`config.mk`:
```
export PLATFORM = sky130hd
export DESIGN_NAME = spi_iodelay
export DESIGN_NICKNAME = d
export VERILOG_FILES = /design/src/rtl/spi_iod_pkg.sv /design/src/rtl/iod_tapline.sv /design/src/rtl/iod_capture.sv /design/src/rtl/spi_iodelay.sv
export SDC_FILE = /design/constraint.sdc
export NUM_CORES = 1
export LEC_CHECK = 0
export ABC_CLOCK_PERIOD_IN_PS = 1600
export BUFFER_PORTS_ARGS = -buffer_cell sky130_fd_sc_hd__buf_4
export CAP_MARGIN = 20
export CORE_AREA = 2 2 39 41
export DETAILED_ROUTE_END_ITERATION = 10
export DIE_AREA = 0 0 41 43
export PLACE_DENSITY = 0.59
export RECOVER_POWER = 50
export SETUP_SLACK_MARGIN = 0.05
export SLEW_MARGIN = 20
export SYNTH_ARGS = -nofsm -noshare
export SYNTH_HDL_FRONTEND = slang
export SYNTH_SLANG_ARGS = --single-unit
export TNS_END_PERCENT = 5
```
`constraint.sdc`:
```
create_clock -name clk -period 1.6 [get_ports clk]
set_clock_uncertainty 0.05 [all_clocks]
set_input_delay 0.24 -clock clk [delete_from_list [all_inputs] [get_ports clk]]
set_output_delay 0.24 -clock clk [all_outputs]
set_load 0.005 [all_outputs]
```
`src/rtl/spi_iod_pkg.sv`:
```
package spi_iod_pkg;
  localparam int SEL_W_DEF = 2;

  typedef enum logic [1:0] {
    CAP_AHEAD2  = 2'd0,
    CAP_AHEAD1  = 2'd1,
    CAP_NOMINAL = 2'd2,
    CAP_LATE1   = 2'd3
  } cap_pt_e;
endpackage

```
`src/rtl/iod_tapline.sv`:
```
module iod_tapline #(
  parameter int W     = 1,
  parameter int SEL_W = 2
) (
  input  logic             clk,
  input  logic             rst_n,
  input  logic [SEL_W-1:0] sel,
  input  logic [W-1:0]     din,
  output logic [W-1:0]     dout
);
  localparam int DEPTH = (1 << SEL_W) - 1;
  localparam int NTAP  = DEPTH + 1;

  logic [W-1:0] stg  [DEPTH];
  logic [W-1:0] taps [NTAP];
  logic         live;

  always_ff @(posedge clk or negedge rst_n) begin
    if (!rst_n) begin
      for (int k = 0; k < DEPTH; k++) stg[k] <= '0;
      live <= 1'b0;
    end else begin
      stg[0] <= din;
      for (int k = 1; k < DEPTH; k++) stg[k] <= stg[k-1];
      live <= 1'b1;
    end
  end

  assign taps[0] = din;
  generate
    for (genvar g = 1; g < NTAP; g++) begin : g_tap
      assign taps[g] = stg[g-1];
    end
  endgenerate

  assign dout = taps[sel];

  AST_TAP_ONE_CYCLE: assert property (@(posedge clk) disable iff (!rst_n)
    (live && sel == SEL_W'(1) && $past(sel) == SEL_W'(1)) |-> dout == $past(din));
endmodule

```
`src/rtl/iod_capture.sv`:
```
module iod_capture (
  input  logic clk,
  input  logic rst_n,
  input  logic take,
  input  logic din,
  output logic bit_o,
  output logic vld_o
);
  always_ff @(posedge clk or negedge rst_n) begin
    if (!rst_n) begin
      bit_o <= 1'b0;
      vld_o <= 1'b0;
    end else begin
      vld_o <= take;
      if (take) bit_o <= din;
    end
  end

  AST_BIT_HOLD: assert property (@(posedge clk) disable iff (!rst_n)
    !take |=> $stable(bit_o));
endmodule

```
`src/rtl/spi_iodelay.sv`:
```
module spi_iodelay #(
  parameter int SEL_W = spi_iod_pkg::SEL_W_DEF
) (
  input  logic             clk,
  input  logic             rst_n,
  input  logic [SEL_W-1:0] mo_dly,
  input  logic [SEL_W-1:0] mi_dly,
  input  logic [SEL_W-1:0] cap_sel,
  input  logic             tx_shift,
  input  logic             tx_bit,
  output logic             mosi,
  input  logic             smp_pre,
  input  logic             miso,
  output logic             rx_bit,
  output logic             rx_valid
);
  import spi_iod_pkg::*;

  logic tx_hold;
  logic miso_tap;
  logic take;
  logic live;

  always_ff @(posedge clk or negedge rst_n) begin
    if (!rst_n) begin
      tx_hold <= 1'b0;
      live    <= 1'b0;
    end else begin
      live <= 1'b1;
      if (tx_shift) tx_hold <= tx_bit;
    end
  end

  iod_tapline #(.W(1), .SEL_W(SEL_W)) u_mo_line (
    .clk(clk), .rst_n(rst_n), .sel(mo_dly), .din(tx_hold), .dout(mosi)
  );

  iod_tapline #(.W(1), .SEL_W(SEL_W)) u_mi_line (
    .clk(clk), .rst_n(rst_n), .sel(mi_dly), .din(miso), .dout(miso_tap)
  );

  iod_tapline #(.W(1), .SEL_W(SEL_W)) u_stb_line (
    .clk(clk), .rst_n(rst_n), .sel(cap_sel), .din(smp_pre), .dout(take)
  );

  iod_capture u_cap (
    .clk(clk), .rst_n(rst_n), .take(take), .din(miso_tap),
    .bit_o(rx_bit), .vld_o(rx_valid)
  );

  AST_MOSI_NEXT: assert property (@(posedge clk) disable iff (!rst_n)
    (live && $past(tx_shift) && mo_dly == '0) |-> mosi == $past(tx_bit));
  AST_MOSI_HOLD: assert property (@(posedge clk) disable iff (!rst_n)
    (live && !$past(tx_shift) && mo_dly == '0 && $stable(mo_dly)) |-> $stable(mosi));
  AST_EARLY_CAPTURE: assert property (@(posedge clk) disable iff (!rst_n)
    (smp_pre && cap_sel == SEL_W'(CAP_AHEAD2)) |=> rx_valid);
  AST_PIN_DIRECT: assert property (@(posedge clk) disable iff (!rst_n)
    (smp_pre && cap_sel == SEL_W'(CAP_AHEAD2) && mi_dly == '0) |=> rx_bit == $past(miso));
  AST_VALID_PULSE: assert property (@(posedge clk) disable iff (!rst_n)
    rx_valid |=> !rx_valid);
endmodule

```
Word-level counts from Yosys, hierarchy flattened
Cells that the tools add are included.

storage, ports and cells
  register bits = 12
  input bits = 12
  output and inout bits = 3
  word-level logic and storage cells = 27

operators by class
  magnitude comparators = 3
  mux-type cells = 9
  bitwise operators = 3

operator list
  cell                  count
  $ge A3 B3 Y1 const B  3
  $not A2 Y3            3
  $bmux W1 S2           3
  $mux W1               6

Longest topological paths before layout
  depth after elaboration = 4
  gate-level depth with buffers = 2
  mapped depth without buffers = 2

Hierarchy
Synthesis repeated with hierarchy kept, for this count alone.

unflattened totals
  cells, all modules = 17
  area total of the unflattened synthesis = 397.9 sq um

by module, submodules not included
  module       times used  cells each  area an instance (sq um)  seq. area each (sq um)
  iod_tapline  3           4           97.6                      75.1
  iod_capture  1           3           65.1                      50.0
  spi_iodelay  1           2           40.0                      25.0

Worst setup path after synthesis
No wires, ideal clock.

  path kind = flip-flop to flip-flop
  from = reg u_stb_line.stg[1] (netlist name)
  to = reg u_cap.bit_o
  library setup time = 0.125 ns
  arrival = 1.120 ns
  data required time = 1.425 ns
  path slack = 0.305 ns
  cell stages (with the launch flop) = 3
  path buffers = 0
  period minus slack after synthesis = 1.295 ns
  path through = dfrtp_1 -> mux4_2 -> mux2_4

on the way
  cells in the longest elaborated chain, start to end = 3

ends and longest elaborated chain
  element                                     line               RTL
  from (decl)                                 iod_tapline.sv:14  logic [W-1:0] stg [DEPTH];
  $bmux W1 S2                                 iod_tapline.sv:36  assign dout = taps[sel];
  $mux W1 (implied by the code) (2 in a row)  iod_tapline.sv:36
  named net take                              spi_iodelay.sv:21  logic take;
  to (signal assigned)                        iod_capture.sv:15  if (take) bit_o <= din;
  to (decl)                                   iod_capture.sv:6   output logic bit_o,

The timed path passes the listed nets, and every way through them passes these cells. The select of a mux whose other input is x is not followed.
A chain may end at the register's enable or synchronous reset.

Worst setup path after layout
  from = reg u_mo_line.stg[2] (netlist name)
  to = out mosi

on the way
  cells in the longest elaborated chain, start to end = 3

ends and longest elaborated chain
  element                                     line               RTL
  from (decl)                                 iod_tapline.sv:14
  $bmux W1 S2                                 iod_tapline.sv:36
  $mux W1 (implied by the code) (2 in a row)  iod_tapline.sv:36
  to (decl)                                   spi_iodelay.sv:11  output logic mosi,

No other way between the ends. The select of a mux whose other input is x is not followed.

==> impl_metrics.json <==
{
  "drc": 0,
  "syn_area_um2": 394.1,
  "finalPower_uw": 654.8,
  "grt_max_degree": 13,
  "r2r_cells": 2,
  "start_util_pct": 28.48,
  "fill_cells": 132,
  "top_layer": "met3",
  "die_w_um": 41,
  "ys_seq_area_share_pct": 76.19,
  "period_needed_ns": 1.535,
  "final_cell_mix": "12 x dfrtp_1, 11 x buf_4, 5 x clkbuf_4",
  "post_dp_cell_area_um2": 519.2,
  "synth_area_per_cell_um2": 23.18,
  "die_area_um2": 1763,
  "ant_nets": 0,
  "numCtsBuffers": 3,
  "p_seq_share_pct": 52.1,
  "p_per_area_nw_per_um2": 1143,
  "drt-initial-drc-count": 0,
  "syn_inst": 17,
  "hold_path.class": "in -> reg",
  "clockPowerShare_pct": 35.3,
  "antennaDiodeCount": 0,
  "rsz0062_at_grt": "true",
  "clk_pin_slew_worst_paths_ns": 0.07,
  "drive_gt1_share_pct": 62.16,
  "ys_ff_latch": 12,
  "row_count": 14,
  "tightest_slew_ns": 0.5958,
  "path_class": "reg -> out",
  "grt_pass1_wl_um": 1055,
  "vias": 223,
  "cts_tree": "yes",
  "whs_ns": 0.06336,
  "critPathCaptureType": "primary output",
  "drtPass1Iterations": 1,
  "io_buffer_count": 14,
  "ys_types": 4,
  "cp_max_fo": 2,
  "areaGrowthSynthToFinish_pct": 45.40,
  "drt-wirelength-per-cell_um": 12.72,
  "p_int_uw": 525.4,
  "critPathArrivalTime_ns": 1.24,
  "fmax_mhz": 651.6,
  "final-max-slew-violation-count": 0,
  "drv_cap": 0,
  "synth_area_leaders": "dfrtp_1 76%, mux4_2 17%, mux2_4 3.8%",
  "setup_tns_ns": 0,
  "wl_met2_um": 359,
  "antenna_found_initial": 0,
  "finalCritPeriodShare_pct": 95.92,
  "synth_top_area_cell": "dfrtp_1",
  "dp_hpwl_um": 573.9,
  "htreeDepth": 1,
  "netSwitchingFraction_pct": 19.76,
  "worstPathRequired_ns": 1.31,
  "fin_area_um2": 573.1,
  "wl_met1_um": 260,
  "p_sw_uw": 129.4,
  "die_h_um": 43,
  "root_buffer": "clkbuf_4",
  "finalSetupViolCount": 0,
  "wl_um": 674,
  "worstSetupStartpointType": "flop",
  "clock_sinks": 12,
  "nets": 50,
  "gp_congestion": 0.5726,
  "route.met3.wl_um": 54,
  "final_common_cell": "dfrtp_1",
  "clockBufferDepth": 2,
  "hold_viol": 0,
  "leakagePower_nw": 0.2658,
  "grt_pass1_vias": 260,
  "overflow": 0,
  "grt_usage_pct": 9.485,
  "outcome": "finished clean",
  "maxSlewHeadroom_pct": 60.28,
  "vias_per_cell": 4.208,
  "power_frac_comb_pct": 12.6,
  "max-vdd-ir-drop_mv": 0.4330,
  "ys_warn_count": 0,
  "hold_depth": 1,
  "io_pins": 15,
  "clk_latency_ns": 0.26,
  "synth_fp_nets": 29,
  "core_area_um2": 1384,
  "synth_top_cell_area_share_pct": 76.19
}
==> layer usage <==
layer | GRT usage (%) | up-vias
met5 | 0 | -
met4 | 6.000 | 0
met3 | 1.571 | 0
met2 | 15.00 | 13
met1 | 11.23 | 108
li1 | - | 102
==> area by class of cell <==
cell class	instances	area [µm²]	share of cell area, %
sequential	12	300.3	52.40
timing repair buffer	16	122.6	21.40
multi-input combinational	5	93.84	16.38
clock buffer	4	36.28	6.332
tap	16	20.02	3.493
==> logic make-up (layout without fill, tap and decap cells) <==
logic type / Yosys count / in the layout / share of synthesized area, %
flip-flops: 12 / 12 / 76.19
multiplexers: 5 / 5 / 23.81
buffers and inverters: 0 / 20 / 0
==> sequential cells by signal, indices dropped and copies added, names as in the netlist <==
name / cells
u_mo_line.stg: 3
u_cap.bit_o: 1
u_stb_line.stg: 3
u_cap.vld_o: 1
tx_hold: 1
u_mi_line.stg: 3
==> metrics by stage <==
step	utilization, %	setup WS (ns)	cells
6_report	41.41	0.06533	53
5_1_grt	41.41	0.01243	53
4_1_cts	41.68	0.05068	53
3_5_place_dp	37.52	0.2772	47
3_3_place_gp	37.52	0.2900	47
2_1_floorplan	-	0.3054	17
==> worst max-delay path, stage by stage, from the launching register on <==
cell,delay (ns)
dfrtp_1,0.38
mux4_2,0.47
buf_6,0.13
==> synthesized netlist by cell type <==
cell type  instances
dfrtp_1           12
mux2_2             1
mux2_4             1
mux4_2             3
==> timing repair <==
item	4_1_cts	5_1_grt
cloned	0	0
pin swaps	0	0
gates resized for setup	1	0
endpoints found under the hold margin	12	0
hold buffers	1	0
endpoints found under the setup margin	1	1
buffers inserted	1	0
==> worst paths after layout <==
path,start,end,slack [ns]
worst max-delay path,u_mo_line.stg[2]$_DFF_PN0_,mosi,0.07
worst min-delay path,miso,u_mi_line.stg[2]$_DFF_PN0_,0.06
worst max register to register,u_stb_line.stg[1]$_DFF_PN0_,u_cap.bit_o$_DFFE_PN0P_,0.27
worst min register to register,u_stb_line.stg[1]$_DFF_PN0_,u_stb_line.stg[0]$_DFF_PN0_,0.33
max in group asynchronous,rst_n,u_stb_line.stg[1]$_DFF_PN0_,0.68
min in group asynchronous,rst_n,tx_hold$_DFFE_PN0P_,0.44
==> power by group through the flow <==
stage / Clock (mW) / Sequential (mW) / Combinational, mW
after floorplan: 0 / 0.343 / 0.0282
after global placement: 0 / 0.346 / 0.0740
after detailed placement: 0 / 0.349 / 0.0774
after CTS: 0.237 / 0.342 / 0.0867
after global routing: 0.256 / 0.344 / 0.0905
final: 0.231 / 0.341 / 0.0826
Note: power is estimated with default switching activity, not from simulation.
